--- src/rtl/tsc_pkg.sv ---
package tsc_pkg;
   // register offsets (bytes)
   localparam int OFS_CTL0 = 'h00;
   localparam int OFS_CTL1 = 'h04;
   localparam int OFS_CTL2 = 'h40;
   localparam int OFS_IEN  = 'h44;
   localparam int OFS_STS  = 'h48;
   localparam int OFS_ATHR = 'h50;
   localparam int OFS_STHR = 'h54;
   localparam int OFS_FILT = 'h70;
   localparam int OFS_CAL0 = 'h74;
   localparam int OFS_CAL1 = 'h78;
   localparam int OFS_DATA = 'h80;

   // status field layout
   localparam int ALM_BASE   = 0;
   localparam int SHUT_BASE  = 4;
   localparam int RDY_BASE   = 8;
   localparam int FLD_STRIDE = 4;

   localparam int CAL_EN_BIT  = 17;
   localparam int FILT_EN_BIT = 2;
   localparam int ACQ2_LSB    = 16;

   typedef struct packed {
      logic rdy;
      logic alm;
      logic sht;
   } chan_flags_t;
endpackage

--- src/rtl/tsc_acq_timer.sv ---
module tsc_acq_timer #(
   parameter int CNT_W = 16
) (
   input  logic             clk,
   input  logic             rst_n,
   input  logic             run,
   input  logic [CNT_W-1:0] limit,
   output logic             tick
);
   logic [CNT_W-1:0] cnt_q;

   assign tick = run && (cnt_q >= limit);

   always_ff @(posedge clk or negedge rst_n) begin
      if (!rst_n)     cnt_q <= '0;
      else if (!run)  cnt_q <= '0;
      else if (tick)  cnt_q <= '0;
      else            cnt_q <= cnt_q + 1'b1;
   end
endmodule

--- src/rtl/tsc_rr_pick.sv ---
module tsc_rr_pick #(
   parameter int NCH = 3
) (
   input  logic           clk,
   input  logic           rst_n,
   input  logic           tick,
   input  logic [NCH-1:0] en,
   output logic [NCH-1:0] grant
);
   localparam int PW = (NCH > 1) ? $clog2(NCH) : 1;
   localparam logic [PW-1:0] LAST = PW'(NCH - 1);

   logic [PW-1:0] ptr_q, nxt;
   logic          found;

   always_comb begin
      grant = '0;
      found = 1'b0;
      nxt   = ptr_q;
      for (int k = 1; k <= NCH; k++) begin
         int idx;
         idx = (int'(ptr_q) + k) % NCH;
         if (!found && en[idx]) begin
            found      = 1'b1;
            nxt        = PW'(idx);
            grant[idx] = tick;
         end
      end
   end

   always_ff @(posedge clk or negedge rst_n) begin
      if (!rst_n)              ptr_q <= LAST;
      else if (tick && found)  ptr_q <= nxt;
   end
endmodule

--- src/rtl/tsc_chan_slot.sv ---
module tsc_chan_slot import tsc_pkg::*; #(
   parameter int DW = 12
) (
   input  logic          clk,
   input  logic          rst_n,
   input  logic          take,
   input  logic          filt_en,
   input  logic [DW-1:0] raw,
   input  logic [DW-1:0] athr,
   input  logic [DW-1:0] sthr,
   output logic [DW-1:0] data,
   output chan_flags_t   flags
);
   logic [DW-1:0] data_q, nxt;
   logic [DW:0]   sum;

   assign sum = {1'b0, data_q} + {1'b0, raw};
   assign nxt = filt_en ? sum[DW:1] : raw;

   always_ff @(posedge clk or negedge rst_n) begin
      if (!rst_n)    data_q <= '0;
      else if (take) data_q <= nxt;
   end

   assign data      = data_q;
   assign flags.rdy = take;
   assign flags.alm = take && (nxt < athr);
   assign flags.sht = take && (nxt < sthr);
endmodule

--- src/rtl/thermal_sense_ctrl.sv ---
module thermal_sense_ctrl import tsc_pkg::*; #(
   parameter int NCH   = 3,
   parameter int DW    = 12,
   parameter int AW    = 8,
   parameter int CNT_W = 16
) (
   input  logic              clk,
   input  logic              rst_n,
   input  logic              bus_wr,
   input  logic [AW-1:0]     bus_addr,
   input  logic [31:0]       bus_wdata,
   output logic [31:0]       bus_rdata,
   input  logic [NCH*DW-1:0] sens_raw,
   output logic              irq
);
   localparam int STS_W = RDY_BASE + FLD_STRIDE;

   function automatic logic [STS_W-1:0] sts_mask_f();
      logic [STS_W-1:0] m;
      m = '0;
      for (int i = 0; i < NCH; i++) begin
         m[ALM_BASE + i]  = 1'b1;
         m[SHUT_BASE + i] = 1'b1;
         m[RDY_BASE + i]  = 1'b1;
      end
      return m;
   endfunction

   localparam logic [STS_W-1:0] STS_MASK = sts_mask_f();

   generate
      if (NCH < 1 || NCH > FLD_STRIDE) begin : g_bad_nch
         $error("NCH must lie in 1..%0d", FLD_STRIDE);
      end
      if (DW < 2 || DW > 16) begin : g_bad_dw
         $error("DW must lie in 2..16");
      end
      if (AW < 8) begin : g_bad_aw
         $error("AW must be at least 8");
      end
      if (CNT_W < 1 || CNT_W > ACQ2_LSB) begin : g_bad_cnt
         $error("CNT_W must lie in 1..16");
      end
   endgenerate

   // configuration and status state
   logic [CNT_W-1:0]  acq_lim;
   logic              cal_en;
   logic [15:0]       acq2;
   logic [NCH-1:0]    chan_en;
   logic [STS_W-1:0]  ien_q, sts_q, set_vec;
   logic              filt_en;
   logic [31:0]       cal0_q, cal1_q;
   logic [DW-1:0]     athr_q, sthr_q;
   logic              sts_wr;
   logic              acq_tick;
   logic [NCH-1:0]    grant, rdy_set;
   logic [NCH*DW-1:0] data_flat;
   chan_flags_t       flags [NCH];

   assign sts_wr = bus_wr && (bus_addr == AW'(OFS_STS));

   always_ff @(posedge clk or negedge rst_n) begin
      if (!rst_n) begin
         acq_lim <= '0;
         cal_en  <= 1'b0;
         acq2    <= '0;
         chan_en <= '0;
         ien_q   <= '0;
         filt_en <= 1'b0;
         cal0_q  <= '0;
         cal1_q  <= '0;
         athr_q  <= '0;
         sthr_q  <= '0;
      end else if (bus_wr) begin
         case (bus_addr)
            AW'(OFS_CTL0): acq_lim <= bus_wdata[CNT_W-1:0];
            AW'(OFS_CTL1): cal_en  <= bus_wdata[CAL_EN_BIT];
            AW'(OFS_CTL2): begin
               acq2    <= bus_wdata[31:ACQ2_LSB];
               chan_en <= bus_wdata[NCH-1:0];
            end
            AW'(OFS_IEN):  ien_q   <= bus_wdata[STS_W-1:0] & STS_MASK;
            AW'(OFS_FILT): filt_en <= bus_wdata[FILT_EN_BIT];
            AW'(OFS_CAL0): cal0_q  <= bus_wdata;
            AW'(OFS_CAL1): cal1_q  <= bus_wdata;
            AW'(OFS_ATHR): athr_q  <= bus_wdata[DW-1:0];
            AW'(OFS_STHR): sthr_q  <= bus_wdata[DW-1:0];
            default: ;
         endcase
      end
   end

   // status: write-one-to-clear, new flags take priority
   always_ff @(posedge clk or negedge rst_n) begin
      if (!rst_n) sts_q <= '0;
      else        sts_q <= (sts_q & ~(sts_wr ? bus_wdata[STS_W-1:0] : '0)) | set_vec;
   end

   tsc_acq_timer #(.CNT_W(CNT_W)) u_timer (
      .clk   (clk),
      .rst_n (rst_n),
      .run   (|chan_en),
      .limit (acq_lim),
      .tick  (acq_tick)
   );

   tsc_rr_pick #(.NCH(NCH)) u_pick (
      .clk   (clk),
      .rst_n (rst_n),
      .tick  (acq_tick),
      .en    (chan_en),
      .grant (grant)
   );

   generate
      for (genvar i = 0; i < NCH; i++) begin : g_chan
         tsc_chan_slot #(.DW(DW)) u_slot (
            .clk     (clk),
            .rst_n   (rst_n),
            .take    (grant[i]),
            .filt_en (filt_en),
            .raw     (sens_raw[i*DW +: DW]),
            .athr    (athr_q),
            .sthr    (sthr_q),
            .data    (data_flat[i*DW +: DW]),
            .flags   (flags[i])
         );
         assign rdy_set[i] = flags[i].rdy;
      end
   endgenerate

   always_comb begin
      set_vec = '0;
      for (int i = 0; i < NCH; i++) begin
         set_vec[ALM_BASE + i]  = flags[i].alm;
         set_vec[SHUT_BASE + i] = flags[i].sht;
         set_vec[RDY_BASE + i]  = flags[i].rdy;
      end
   end

   // read port
   always_comb begin
      bus_rdata = '0;
      case (bus_addr)
         AW'(OFS_CTL0): bus_rdata = 32'(acq_lim);
         AW'(OFS_CTL1): bus_rdata[CAL_EN_BIT] = cal_en;
         AW'(OFS_CTL2): begin
            bus_rdata[31:ACQ2_LSB] = acq2;
            bus_rdata[NCH-1:0]     = chan_en;
         end
         AW'(OFS_IEN):  bus_rdata = 32'(ien_q);
         AW'(OFS_STS):  bus_rdata = 32'(sts_q);
         AW'(OFS_FILT): bus_rdata[FILT_EN_BIT] = filt_en;
         AW'(OFS_CAL0): bus_rdata = cal0_q;
         AW'(OFS_CAL1): bus_rdata = cal1_q;
         AW'(OFS_ATHR): bus_rdata = 32'(athr_q);
         AW'(OFS_STHR): bus_rdata = 32'(sthr_q);
         default: begin
            for (int i = 0; i < NCH; i++)
               if (bus_addr == AW'(OFS_DATA + 4*i))
                  bus_rdata = 32'(data_flat[i*DW +: DW]);
         end
      endcase
   end

   assign irq = |(sts_q & ien_q);
endmodule

--- config.mk ---
export PLATFORM = sky130hd
export DESIGN_NAME = thermal_sense_ctrl
export DESIGN_NICKNAME = d
export VERILOG_FILES = /design/src/rtl/tsc_pkg.sv /design/src/rtl/tsc_acq_timer.sv /design/src/rtl/tsc_rr_pick.sv /design/src/rtl/tsc_chan_slot.sv /design/src/rtl/thermal_sense_ctrl.sv
export SDC_FILE = /design/constraint.sdc
export NUM_CORES = 1
export LEC_CHECK = 0
export BUFFER_PORTS_ARGS = -buffer_cell sky130_fd_sc_hd__clkbuf_2
export CORE_ASPECT_RATIO = 1.5
export CORE_MARGIN = 5
export CORE_UTILIZATION = 41
export DETAILED_ROUTE_END_ITERATION = 8
export PLACE_DENSITY = 0.59
export RECOVER_POWER = 50
export SLEW_MARGIN = 15
export SYNTH_ARGS = -nofsm -noshare
export SYNTH_HDL_FRONTEND = slang
export SYNTH_SLANG_ARGS = --single-unit
--- constraint.sdc ---
create_clock -name clk -period 7.3 [get_ports clk]
set_clock_uncertainty 0.2 [all_clocks]
set_input_delay 0.365 -clock clk [delete_from_list [all_inputs] [get_ports clk]]
set_output_delay 0.365 -clock clk [all_outputs]
set_load 0.01 [all_outputs]
# Yosys cells after proc, flatten, opt, wreduce, memory -nomap -nowiden
# Index checks and enable logic that the tools add are counted.
# totals
romBits	0
latch_bits	0
in_bits	79
ff_bits	200
ramBits	0
memories	0
# classes
n_mul	0
muxes	41
reduce_logical	34
add_sub_neg	7
div	3
n_shift	0
n_lt_le_gt_ge	13
bitwise_logic	5
eq_ne	12
# op_table
operator	count
case mux 13 bit (8 select lines)	1
greater-or-equal comparator 32 x 1 -> 1 bit (second input constant)	3
less-than comparator 32 x 4 -> 1 bit (second input constant)	3
modulo 32 x 3 -> 32 bit (second input constant)	3
less-than comparator 12 bit	6
== test 8 x 7 -> 1 bit (second input constant)	8
two-way mux 32 bit	2
two-way mux 12 bit	5
case mux 14 bit (4 select lines)	1
adder 12 x 12 -> 13 bit	3
two-way mux 16 bit	2
== test 8 bit (second input constant)	3
AND reduction 2 bit	10
case mux 2 bit (9 select lines)	1
adder 16 x 1 -> 16 bit (second input constant)	1
greater-or-equal comparator 16 bit	1
logical AND 1 bit	14
AND 12 x 11 -> 12 bit	1
AND 12 bit	1
two-way mux 1 bit	12
inverter 12 bit	1
bitwise OR 12 x 11 -> 12 bit	1
OR reduction 12 bit	1
case mux 1 bit (10 select lines)	1
other kinds (18)	30

# Depth between registers and ports, before layout
# Gate-level depths: netlist of the first run.
# logic_depth
ltp_word	14
mapped_depth	14
depth_no_buf	14

# By module
# A second synthesis of the first run with hierarchy kept.
# hier_totals
hier_cells	1370
area_unflattened_um2	14149.8
# by_module_without_submodules
module	instances	area_each_um2	cells_per_inst	seq_area_each_um2
thermal_sense_ctrl	1	7158.1	557	3653.5
tsc_chan_slot (g_chan[0].u_slot ...)	2	1751.7	208	300.3
tsc_chan_slot (g_chan[2].u_slot)	1	1719.1	206	300.3
tsc_acq_timer	1	1300.0	133	400.4
tsc_rr_pick	1	469.2	58	51.3

# Worst setup path before layout of the first run
# Ideal clock, no wire load.
# synth_path
kind	input port to flip-flop
startpoint	in sens_raw[26]
endpoint	reg sts_q[6]
path_stages	12
n_path_buf	0
arrival_time_ps	3121
setup_time_ps	78
setup_slack_ps	3902
path_cell_list	ha_1 nor2b_1 o31a_1 or3_1 a221oi_1 mux2i_1 nand2b_1 ha_1 a21o_1 a21o_1 a221o_1 o2bb2ai_1
# synth_via
elab_chain_len	5
# synth_rtl
item	line_no	source
start: declaration	thermal_sense_ctrl.sv:13	input logic [NCH*DW-1:0] sens_raw,
adder 12 x 12 -> 13 bit	tsc_chan_slot.sv:17	assign sum = {1'b0, data_q} + {1'b0, raw};
two-way mux 12 bit	tsc_chan_slot.sv:18	assign nxt = filt_en ? sum[DW:1] : raw;
net g_chan[2].u_slot.nxt[9]	tsc_chan_slot.sv:14	logic [DW-1:0] data_q, nxt;
less-than comparator 12 bit	tsc_chan_slot.sv:28	assign flags.sht = take && (nxt < sthr);
logical AND 1 bit	tsc_chan_slot.sv:28	
bitwise OR 12 x 11 -> 12 bit	thermal_sense_ctrl.sv:97	else sts_q <= (sts_q & ~(sts_wr ? bus_wdata[STS_W-1:0] : '0)) | set_vec;
end signal: assignment	thermal_sense_ctrl.sv:97	
end: declaration	thermal_sense_ctrl.sv:51	logic [STS_W-1:0] ien_q, sts_q, set_vec;
# The timed path passes the listed nets, and every way through them passes these cells.
# A chain may end at the register's enable or synchronous reset.

# Final worst setup path of the first run
# layout_path
startpoint	in bus_addr[2]
endpoint	out bus_rdata[3]
# layout_via
elab_chain_len	5
# layout_rtl
item	line_no	source
start: declaration	thermal_sense_ctrl.sv:10	input logic [AW-1:0] bus_addr,
== test 8 bit	thermal_sense_ctrl.sv:161	if (bus_addr == AW'(OFS_DATA + 4*i))
two-way mux 12 bit	thermal_sense_ctrl.sv:161	
two-way mux 32 bit (2 in series)	thermal_sense_ctrl.sv:161	
case mux 13 bit (8 select lines) (*)	thermal_sense_ctrl.sv:145	case (bus_addr)
end: declaration	thermal_sense_ctrl.sv:12	output logic [31:0] bus_rdata,
# Every way passes the cells marked *; elsewhere a longest branch is shown, timed or not.

==> summary.md, run 1 <==
| Metric | Value |
|---|---|
| Mapped cell area | `13150 µm²` |
| Yosys reg bits | `200` |
| Core Util, Final | `46.66%` |
| Share of post-route cells with drive strength above 1 | `23.23%` |
| Total core area | `31730 µm²` |
| Hpwl dp | `30180 µm` |
| EDFF count, synth | `0` |
| FF-to-FF End | `sts_q[6]` |
| Pint | `0.001881 W` |
| DR vias | `10610` |
| Initial DRC count | `818` |
| Max-Cap Viols | `5` |
| Min cycle time layout | `5.342 ns` |
| Die W | `156.2 µm` |
| HP Start | `bus_wdata[7]` |
| Insertion delay to the later sink of the worst-skew pair | `0.45 ns` |
| Fin nets | `1571` |
| Failing checks | `max-capacitance violations, max-slew violations` |
| Most Frequent Cell on Critical Path | `nor2_1` |
| Hold depth | `2` |
| Final setup violating endpoints | `0` |
| Initial antenna violation count | `0` |
| PD cells | `184.2 nW/µm²` |
| Mux cell area share after synthesis | `16.37%` |
| Crit Path Category | `in -> out` |
| Critical Path RT | `6.73 ns` |
| Main combinational cell family by area after synthesis | `compound AO/OA/AOI/OAI gates` |
| Avg Cell Area, Syn | `about 10 µm²` |
| Syn Nets | `approximately 1500` |
| Area grow syn2layout | `12.57%` |
| Setup crit start kind | `input port` |
| Asr flop ratio synth | `100.0%` |
| Max_slew headroom | `-111.2%` |
| Worst slew pin tran | `3.169 ns` |
| Leading area contributor after synthesis | `dfrtp_1` |
| Worst path arrival time | `4.78 ns` |
| Maximum clock insertion buffer count | `2` |
| Leakage | `7.032 nW` |
| Tcrit/Tclk final | `73.18%` |
| Syn Inst Count | `1263` |
| CTS Sinks | `200` |
| CTS buffer count | `17` |
| Final Hold Viols | `0` |
| Xor/xnor share of the synthesized area | `roughly 1.9%` |
| VDD IR-drop max | `165.8 µV` |
| Yosys warns | `0` |
| Worst R2R Setup Slack | `3.41 ns` |
| Filler cells | `3034` |
| Post-CTS Setup Repair Bufs | `0` |
| Compound-cell area share of the yosys netlist | `approximately 17%` |
| Die height | `229.4 µm` |
| Crit path max-delay cell type | `nor2_1` |
| Logic gate share of total power | `19.7%` |
| Final slew viol count | `between 200 and 250` |
| Primary FF master, synth | `dfrtp_1` |
| Routing usage on met3 | `3.041%` |
| Total track usage | `22.29%` |
| Crit Reg-Reg Startpoint | `g_chan[2].u_slot.data[2]` |
| Cell Chain, Critical Path | `clkbuf_1 > or4b_1 > nor2_1 > a22oi_1 > o211ai_1 > nor2_1 > a21oi_1 > clkbuf_2` |
| Root Buffer | `clkbuf_16` |
| Global-route wire length before repair | `62490 µm` |
| WL/cell | `22.23 µm` |
| Final WL | `around 40000 µm` |
| Synth area leaders | `dfrtp_1 (38%), mux2_2 (13%), ha_1 (11%)` |
| HP Class | `in -> reg` |
| H-tree levels | `4` |
| Die Footprint | `35840 µm²` |
| Sw Pwr | `between 0.0008 and 0.0009 W` |
| Post-synthesis simple-gate area fraction | `a little over a tenth` |
| Worst setup EP type | `primary output` |
| Post-synthesis sequential area ratio | `38.06%` |
| Overflow after GRT | `0` |
| Met1 Track Usage GR | `approximately 26%` |
| Initial Utilization | `41.46%` |
| Seq pwr share | `44.7%` |
| ANT nets after route | `0` |
| Busiest grt layer | `met2` |
| Gpl congestion | `0.9885` |
| Synth top area share | `37.86%` |
| Hold EP | `sts_q[7]` |
| Sw frac | `between 30% and 40%` |
| PortBufs | `111` |
| Achievable frequency | `187.2 MHz` |
| Post-route DRC | `0` |
| Number of global-route vias before repair | `~11000` |
| GR Util met2 | `between 40% and 50%` |
| Drt first pass iters | `6` |
| IO Pins | `roughly 110` |
| Worst-path clk slew | `0.07 ns` |
| Largest net degree at the start of global routing | `127` |
| Outcome | `finished, violations left` |
| Largest stage delay on the critical path | `1.91 ns` |
| Antenna fix cells | `0` |
| Vias per cell | `5.919` |
| Clock power share | `35.6%` |
| Crit path max fanout | `29` |
| Adder-cell area share of the yosys netlist | `11.87%` |
| RSZ-0062 raised after global routing | `false` |
| Synth cell types | `between 80 and 90` |
| Worst-case reg-to-reg path depth | `12` |
| Final setup TNS | `0 ns` |
| CTS tree | `built` |
| Cell Rows | `80` |
final cells by class:
type	instances	area, µm²	area share (%)
Clock buffer	19	432.9	2.924
Clock inverter	13	150.1	1.014
Inverter	78	292.8	1.977
Multi-Input combinational cell	928	7575	51.16
Sequential cell	200	5006	33.81
Tap cell	410	513.0	3.465
Timing Repair Buffer	144	837.1	5.653
placed cells by master (no fill, tap or decap), types with 9 or more instances in the layout:
cell	synthesis	routed
mux2_2	153	153
o211ai_1	11	11
nand3_1	32	32
nor2_1	59	61
dfrtp_1	199	199
dlygate4sd3_1	0	21
clkbuf_2	0	108
a21o_1	25	25
mux2i_1	10	10
nand2_1	86	88
xnor2_1	12	12
a22oi_1	21	21
clkbuf_16	0	17
a31oi_1	15	15
nand4_1	16	16
a222oi_1	35	35
o21ai_0	39	40
nor3_1	14	14
mux2_1	20	20
a211oi_1	20	20
xor2_1	17	17
a21oi_1	65	65
inv_1	78	78
o21a_1	9	9
nand2b_1	20	20
ha_1	120	120
clkbuf_1	27	9
timing repair:
action	CTS	global route
resized for setup	0	0
setup endpoints to repair	0	0
endpoints found under the hold margin	183	0
hold buffers	21	0
routing by layer:
metal	vias to the layer above	wire length [µm]
met2	271	20950
met5	-	0
li1	4955	-
met1	5304	15570
met3	77	1620
met4	0	1690
sequential cells by signal, indices dropped and copies added, names as in the netlist:
register and count:
g_chan.u_slot.data 36, cal0_q 32, cal1_q 32, acq2 16, acq_lim 16, u_timer.cnt_q 16, athr_q 12, sthr_q 12
sts_q 12, ien_q 9, chan_en 3, u_pick.ptr_q 2, cal_en 1, filt_en 1
power groups by stage:
stage	registers (W)	clock network [W]	logic, W
floorplan	0.00122	0	0.000363
global placement	0.00124	0	0.000522
detailed placement	0.00124	0	0.000530
CTS	0.00122	0.000988	0.000542
global route	0.00122	0.00104	0.000602
finish	0.00122	0.000971	0.000538
how the worst max path moves through the flow:
stage | start | end | cells past startpoint
global placement | bus_addr[2] | bus_rdata[5] | 8
detailed placement | bus_addr[2] | bus_rdata[5] | 8
global route | bus_addr[2] | bus_rdata[6] | 8
CTS | bus_addr[2] | bus_rdata[5] | 8
floorplan | sens_raw[26] | sts_q[6] | 12
finish | bus_addr[2] | bus_rdata[3] | 8
critical path: cells and delay by family:
family	cells	cell delay, ns
AOI/OAI and AO/OA	3	0.88
buffers and inverters	2	0.75
and+or+nand+nor	3	2.76
per-stage QoR:
| step | cells | cell area [µm²] | setup slack [ns] | power, W | hold slack (ns) |
|---|---|---|---|---|---|
| final | 1792 | 14810 | 1.958 | 0.002727 | 0.02267 |
| after global routing | 1792 | 14810 | 1.757 | 0.002862 | 0.02064 |
| after CTS | 1792 | 14860 | 3.067 | 0.002747 | 0.008931 |
| after detailed placement | 1739 | 14070 | 3.076 | 0.001770 | 0.2865 |
| after global placement | 1739 | 14070 | 2.952 | 0.001760 | 0.2772 |
| after floorplan | 1263 | 13150 | 3.902 | 0.001579 | -0.1306 |
kinds of logic after synthesis:
kind of cell / after synthesis
compound gates: 311
xor+xnor: 29
fa+ha+maj: 123
buf+inv: 135
flops: 200
mux: 190
simple gates: 275
Yosys cell counts, drive strengths merged (3+ instances only):
master	number
xnor2	12
a221oi	7
o21a	9
o21ai	43
dfrtp	199
a21boi	5
a211oi	20
o2bb2ai	3
nand4	17
nor2b	8
nand2	88
o211ai	11
o221ai	6
clkbuf	27
a21oi	65
o22ai	3
mux2	180
nor4	4
buf	30
fa	3
ha	120
a22o	3
nand2b	20
inv	78
nor2	63
nor3	15
a22oi	21
a31oi	15
a21o	25
a222oi	35
a211o	8
a2111oi	3
nor4b	3
o311ai	3
a221o	3
mux2i	10
and3	8
xor2	17
o31ai	8
nand3	32
(Power assumes the default switching activity.)
==> run 2: changes to the inputs <==
PLACE_DENSITY = 0.62   (was 0.59)
clock period = 4.6 ns   (was 7.3 ns; I/O delays follow)
==> run 2 against run 1 <==
The flow still finishes with violations (max-capacitance violations, max-slew violations); sequential power up 57%; first-iteration DRC count down 20%; clock power up 64%; global-route usage down 0.57 points; critical path depth up 6; sequential share of layout area down 0.78 points; critical path type is now reg -> reg.
==> summary.md, run 2 (same netlist as run 1, synthesis figures left out) <==
| Metric | Value |
|---|---|
| Final slew viol count | `121 (was 212)` |
| HP Class | `in -> reg (unchanged)` |
| Cell Rows | `80 (unchanged)` |
| Final WL | `38710 µm (was 39830 µm)` |
| HP Start | `sens_raw[21] (was bus_wdata[7])` |
| Initial antenna violation count | `0 (unchanged)` |
| Initial Utilization | `41.46% (unchanged)` |
| Die Footprint | `35840 µm² (unchanged)` |
| Drt first pass iters | `5 (was 6)` |
| Total core area | `31730 µm² (unchanged)` |
| Total power | `0.004391 W (was 0.002727 W)` |
| Pint | `0.003065 W (was 0.001881 W)` |
| Largest net degree at the start of global routing | `122 (was 127)` |
| Clock power share | `36.3% (was 35.6%)` |
| Placed cells | `1753 (was 1739)` |
| Largest register FFs | `36 (unchanged)` |
| DR vias | `10680 (was 10610)` |
| PortBufs | `111 (unchanged)` |
| Maximum clock insertion buffer count | `2 (unchanged)` |
| Sw Pwr | `0.001326 W (was 0.0008465 W)` |
| Area grow syn2layout | `15.22% (was 12.57%)` |
| VDD IR-drop max | `351.9 µV (was 165.8 µV)` |
| Hold EP | `g_chan[1].u_slot.data[9] (was sts_q[7])` |
| Insertion delay to the later sink of the worst-skew pair | `0.46 ns (was 0.45 ns)` |
| Final Hold Viols | `0 (unchanged)` |
| Max_slew headroom | `-108.9% (was -111.2%)` |
| Hold Buf Count CTS | `37 (was 21)` |
| Min cycle time layout | `just under 4 ns` |
| Core Util, Final | `47.76% (was 46.66%)` |
| Logic gate share of total power | `19.9% (was 19.7%)` |
| FF-to-FF End | `sts_q[5] (was sts_q[6])` |
| CTS Sinks | `200 (unchanged)` |
| Seq pwr share | `43.8% (was 44.7%)` |
| Leakage | `7.207 nW (was 7.032 nW)` |
| Root Buffer | `clkbuf_16 (unchanged)` |
| CTS-repair resized insts | `0 (unchanged)` |
| Post-route DRC | `0 (unchanged)` |
| WL/cell | `21.25 µm (was 22.23 µm)` |
| Setup crit start kind | `register (was input port)` |
| CTS buffer count | `17 (unchanged)` |
| Hpwl dp | `29730 µm (was 30180 µm)` |
| Crit Reg-Reg Startpoint | `g_chan[1].u_slot.data[0] (was g_chan[2].u_slot.data[2])` |
| RSZ-0062 raised after global routing | `false (unchanged)` |
| Final setup violating endpoints | `0 (unchanged)` |
| Crit Path Category | `reg -> reg (was in -> out)` |
| Dpl ws | `0.7305 ns (was 3.076 ns)` |
| Hold depth | `3 (was 2)` |
| Gpl congestion | `0.9124 (was 0.9885)` |
| Worst setup EP type | `register (was primary output)` |
| Overflow after GRT | `0 (unchanged)` |
| Outcome | `finished, violations left (unchanged)` |
| Commonest non-fill, non-tap cells in the layout | `dfrtp_1 (199), mux2_2 (153), ha_1 (120), clkbuf_2 (110), nand2_1 (86) (was dfrtp_1 (199), mux2_2 (153), ha_1 (120), clkbuf_2 (108), nand2_1 (88))` |
| Worst-path clk slew | `0.08 ns (was 0.07 ns)` |
| Tcrit/Tclk final | `between 80 and 90%` |
| Sw frac | `30.20% (was 31.04%)` |
| Die W | `156.2 µm (unchanged)` |
| Worst-case reg-to-reg path depth | `14 (was 12)` |
| IO Pins | `112 (unchanged)` |
| Number of global-route vias before repair | `11080 (about the same)` |
| Fin nets | `1601 (was 1571)` |
| Share of post-route cells with drive strength above 1 | `24.43% (was 23.23%)` |
| CTS tree | `built (unchanged)` |
| Die height | `229.4 µm (unchanged)` |
| Most common cell after layout, fill and taps aside | `dfrtp_1 (unchanged)` |
| PD cells | `289.7 nW/µm² (was 184.2 nW/µm²)` |
| Non-Filler Instances | `1822 (was 1792)` |
| Vias per cell | `5.863 (was 5.919)` |
| Initial DRC count | `652 (was 818)` |
| Final setup TNS | `0 ns (unchanged)` |
| Critical Path RT | `4.79 ns (was 6.73 ns)` |
| ANT nets after route | `0 (unchanged)` |
| Post-CTS Setup Repair Bufs | `0 (unchanged)` |
| Total track usage | `21.72% (was 22.29%)` |
| Global-route wire length before repair | `60820 µm (was 62490 µm)` |
| Fin worst setup slack | `0.6606 ns (was 1.958 ns)` |
| Achievable frequency | `253.8 MHz` |
| Worst slew pin tran | `3.133 ns (was 3.169 ns)` |
| H-tree levels | `4 (unchanged)` |
| Worst R2R Setup Slack | `0.66 ns (was 3.41 ns)` |
| Crit path max fanout | `4 (was 29)` |
| Antenna fix cells | `0 (unchanged)` |
| Max-Cap Viols | `1 (was 5)` |
| Failing checks | `max-capacitance violations, max-slew violations (unchanged)` |
| Worst path arrival time | `4.13 ns (was 4.78 ns)` |
run 2: cell count changes in the layout (fill, tap and decap cells not counted), moves of 4 or more:
cell and delta:
dlygate4sd3_1 +16, clkbuf_1 -4, inv_8 -6, buf_4 +14, inv_6 +6
run 2: final cells by class:
type / instances / area [µm²]
Fill cell: 3005 / 16570
Multi-Input combinational cell: 928 / 7606
Sequential cell: 200 / 5006
Timing Repair Buffer: 174 / 1121
Tap cell: 410 / 513.0
Clock buffer: 19 / 442.9
Inverter: 78 / 292.8
Clock inverter: 13 / 173.9
run 2: worst max path at each step:
stage                                         from        to  depth (start not counted)
after floorplan           g_chan[2].u_slot.data[2]  sts_q[6]                         12
after global placement    g_chan[1].u_slot.data[0]  sts_q[5]                         14
after detailed placement  g_chan[1].u_slot.data[0]  sts_q[5]                         14
after CTS                 g_chan[1].u_slot.data[0]  sts_q[5]                         14
after global routing      g_chan[1].u_slot.data[0]  sts_q[5]                         14
final                     g_chan[1].u_slot.data[0]  sts_q[5]                         14
run 2: metrics by stage:
stage	cell area, µm²	hold WS [ns]
after CTS	15180	0.001161
after global routing	15160	0.01709
after detailed placement	14190	0.2619
final	15160	0.02213
after floorplan	13150	-0.2656
after global placement	14190	0.2521
run 2: power groups by stage:
stage	logic, W	registers, W	clock network (W)
finish	0.000872	0.00192	0.00159
global route	0.000971	0.00194	0.00170
CTS	0.000878	0.00192	0.00163
detailed placement	0.000847	0.00196	0
global placement	0.000829	0.00195	0
floorplan	0.000577	0.00193	0
run 2: metal layers:
metal	up-vias	GRT usage, %	routed length [µm]	share of wire (%)
li1	5008	-	-	-
met1	5272	25.08	14930	39
met2	305	38.90	20470	53
met3	98	2.625	1479	3.8
met4	0	11.04	1824	4.7
met5	-	0	0	0
run 2: critical path: stages, from the launching register on:
cell and delay, ns:
dfrtp_1 0.41, and2_1 0.16, fa_1 0.42, a211oi_1 0.52, o21ai_0 0.27, a31oi_1 0.25
xnor2_1 0.08, mux2_2 0.30, ha_1 0.21, a211oi_1 0.23, nand2_1 0.08, a31oi_1 0.14
o21ai_0 0.12, a221oi_1 0.30, a22o_1 0.18
==> run 3: changes to the inputs <==
PLACE_DENSITY = not set   (was 0.62)
==> run 3 against run 2 <==
The run still ends with max-capacitance violations, max-slew violations left; global-route usage increased by 0.44 points; worst setup slack got worse by 0.037 ns; non-clock buffer count decreased by 4; sequential cell count unchanged; die area unchanged; clock power decreased by 8%; wire length increased by 1.8%; via count about the same; sequential share of layout area increased by 0.23 points; final area decreased by 0.68%; clock-buffer cell count decreased by 2; cell count decreased by 0.22%; critical path type unchanged; largest cell class unchanged.
==> summary.md, run 3 (same netlist as run 1, synthesis figures left out) <==
| Metric | Value |
|---|---|
| Outcome | `finished, violations left (unchanged)` |
| Failing checks | `max-capacitance violations, max-slew violations (unchanged)` |
| Overflow after GRT | `0 (unchanged)` |
| Root Buffer | `clkbuf_16 (unchanged)` |
| Die W | `156.2 µm (unchanged)` |
| Final slew viol count | `97 (was 121)` |
| Leakage | `7.167 nW (was 7.207 nW)` |
| Logic gate share of total power | `20.5% (was 19.9%)` |
| Post-route DRC | `0 (unchanged)` |
| Hold EP | `g_chan[1].u_slot.data[0] (was g_chan[1].u_slot.data[9])` |
| Most common cell after layout, fill and taps aside | `dfrtp_1 (unchanged)` |
| Worst setup EP type | `register (unchanged)` |
| Seq pwr share | `45.2% (was 43.8%)` |
| Pint | `0.002934 W (was 0.003065 W)` |
| Die height | `229.4 µm (unchanged)` |
| RSZ-0062 raised after global routing | `false (unchanged)` |
| Fin nets | `1597 (was 1601)` |
| Vias per cell | `5.874 (was 5.863)` |
| Final Hold Viols | `0 (unchanged)` |
| Largest register FFs | `36 (unchanged)` |
| Final setup TNS | `0 ns (unchanged)` |
| Initial antenna violation count | `0 (unchanged)` |
| Gpl congestion | `0.9250 (was 0.9124)` |
| CTS buffer count | `17 (unchanged)` |
| Worst-case reg-to-reg path depth | `14 (unchanged)` |
| Number of global-route vias before repair | `11210 (was 11080)` |
| Achievable frequency | `251.5 MHz (was 253.8 MHz)` |
| Largest stage delay on the critical path | `0.56 ns (was 0.52 ns)` |
| Hpwl dp | `30160 µm (was 29730 µm)` |
| Min cycle time layout | `3.976 ns (was 3.939 ns)` |
| Placed cell area | `14200 µm² (was 14190 µm²)` |
| H-tree levels | `4 (unchanged)` |
| DR vias | `10680 (about the same)` |
| Finished Cell Area | `15050 µm² (was 15160 µm²)` |
| Hold depth | `3 (unchanged)` |
| Tcrit/Tclk final | `86.44% (was 85.64%)` |
| Worst path arrival time | `4.17 ns (was 4.13 ns)` |
| CTS Sinks | `200 (unchanged)` |
| Initial Utilization | `41.46% (unchanged)` |
| Worst-path clk slew | `0.08 ns (about the same)` |
| HP Class | `in -> reg (unchanged)` |
| Commonest non-fill, non-tap cells in the layout | `dfrtp_1 (199), mux2_2 (153), ha_1 (120), clkbuf_2 (109), nand2_1 (86) (was dfrtp_1 (199), mux2_2 (153), ha_1 (120), clkbuf_2 (110), nand2_1 (86))` |
| Critical Path RT | `4.79 ns (about the same)` |
| Largest net degree at the start of global routing | `105 (was 122)` |
| WL/cell | `21.67 µm (was 21.25 µm)` |
| Cell Rows | `80 (unchanged)` |
| Buffers and inverters on the worst path | `0 (unchanged)` |
| Initial DRC count | `609 (was 652)` |
| Crit Reg-Reg Startpoint | `g_chan[1].u_slot.data[0] (unchanged)` |
| Worst slew pin tran | `2.620 ns (was 3.133 ns)` |
| Sw Pwr | `0.001334 W (was 0.001326 W)` |
| Max_slew headroom | `-74.67% (was -108.9%)` |
| Total track usage | `22.16% (was 21.72%)` |
| PD cells | `283.6 nW/µm² (was 289.7 nW/µm²)` |
| IO Pins | `112 (unchanged)` |
| Global-route wire length before repair | `62200 µm (was 60820 µm)` |
| HP Start | `sens_raw[12] (was sens_raw[21])` |
| Setup crit start kind | `register (unchanged)` |
| Cell Chain, Critical Path | `and2_1 > fa_1 > a211oi_1 > o21ai_0 > a31oi_1 > xnor2_1 > mux2_2 > ha_1 > a211oi_1 > nand2_1 > a31oi_1 > o21ai_0 > a221oi_1 > a22o_1 (unchanged)` |
| Top Family by Delay on Critical Path | `compound AO/OA/AOI/OAI gates (unchanged)` |
| PortBufs | `111 (unchanged)` |
| Final setup violating endpoints | `0 (unchanged)` |
| Share of post-route cells with drive strength above 1 | `24.72% (was 24.43%)` |
| Post-CTS Setup Repair Bufs | `0 (unchanged)` |
| Sw frac | `31.26% (was 30.20%)` |
| Clock power share | `34.3% (was 36.3%)` |
| Crit Path Category | `reg -> reg (unchanged)` |
| Fin worst setup slack | `0.6236 ns (was 0.6606 ns)` |
| Final WL | `39400 µm (was 38710 µm)` |
| VDD IR-drop max | `269.4 µV (was 351.9 µV)` |
| Drt first pass iters | `5 (unchanged)` |
| Maximum clock insertion buffer count | `2 (unchanged)` |
| Placed cells | `1755 (was 1753)` |
| Non-Filler Instances | `1818 (was 1822)` |
| Crit path max fanout | `4 (unchanged)` |
| ANT nets after route | `0 (unchanged)` |
| Area grow syn2layout | `14.44% (was 15.22%)` |
| Crit path max-delay cell type | `a211oi_1 (unchanged)` |
| Max-Cap Viols | `1 (unchanged)` |
| CTS tree | `built (unchanged)` |
| FF-to-FF End | `sts_q[5] (unchanged)` |
| Antenna fix cells | `0 (unchanged)` |
| Insertion delay to the later sink of the worst-skew pair | `0.45 ns (was 0.46 ns)` |
| Worst R2R Setup Slack | `0.62 ns (was 0.66 ns)` |
| Total core area | `31730 µm² (unchanged)` |
| Dpl ws | `0.6739 ns (was 0.7305 ns)` |
| Die Footprint | `35840 µm² (unchanged)` |
[run 3: changes by cell type in the layout (fill, tap and decap cells not counted), moves of 3 or more]
cell and delta:
buf_4 +3, dlygate4sd3_1 -6, inv_6 -4, inv_8 +3, clkinv_4 +4
[run 3: routing by layer]
layer	track usage, %	part of all wire (%)	vias to the layer above
met5	0	0	-
met4	10.31	4.4	0
met3	3.022	3.8	96
met2	40.30	53	280
met1	25.26	38	5291
li1	-	-	5012
[run 3: area by class of cell]
| cell class | instances | area, µm² |
|---|---|---|
| clock inverters | 15 | 132.6 |
| multi-input cells | 928 | 7605 |
| inverters | 78 | 292.8 |
| flip-flops and latches | 200 | 5006 |
| fillers | 2980 | 16680 |
| repair buffers | 170 | 1079 |
| clock buffers | 17 | 425.4 |
| well taps | 410 | 513.0 |
[run 3: power groups by stage]
stage,clock (W),combinational [W],sequential [W]
after floorplan,0,0.000577,0.00193
after global placement,0,0.000835,0.00196
after detailed placement,0,0.000849,0.00196
after CTS,0.00150,0.000875,0.00193
after global routing,0.00157,0.000974,0.00194
final,0.00147,0.000874,0.00193
[run 3: worst max-delay path by stage]
stage / start / to / depth (start not counted)
after CTS: g_chan[1].u_slot.data[0] / sts_q[5] / 14
after floorplan: g_chan[2].u_slot.data[2] / sts_q[6] / 12
after global routing: g_chan[1].u_slot.data[0] / sts_q[5] / 14
after detailed placement: g_chan[1].u_slot.data[0] / sts_q[5] / 14
final: g_chan[1].u_slot.data[0] / sts_q[5] / 14
after global placement: g_chan[1].u_slot.data[0] / sts_q[5] / 14
[run 3: timing repair]
item,CTS,global route
resized for setup,0,0
setup endpoints to repair,0,0
endpoints found under the hold margin,218,0
hold buffers,31,0
[run 3: stage by stage]
step	utilization (%)	hold WS, ns	power [W]
6_report	47.44	0.02646	0.004269
5_1_grt	47.44	0.03614	0.004485
4_1_cts	47.49	0.005126	0.004306
3_5_place_dp	44.75	0.1960	0.002811
3_3_place_gp	44.75	0.1905	0.002793
2_1_floorplan	-	-0.2656	0.002506
[run 3: worst reg2reg max path, cell delays in order (launching register included)]
cell and delay [ns]:
dfrtp_1 0.41, and2_1 0.16, fa_1 0.43, a211oi_1 0.56, o21ai_0 0.30, a31oi_1 0.25
xnor2_1 0.08, mux2_2 0.30, ha_1 0.20, a211oi_1 0.21, nand2_1 0.07, a31oi_1 0.13
o21ai_0 0.12, a221oi_1 0.30, a22o_1 0.18
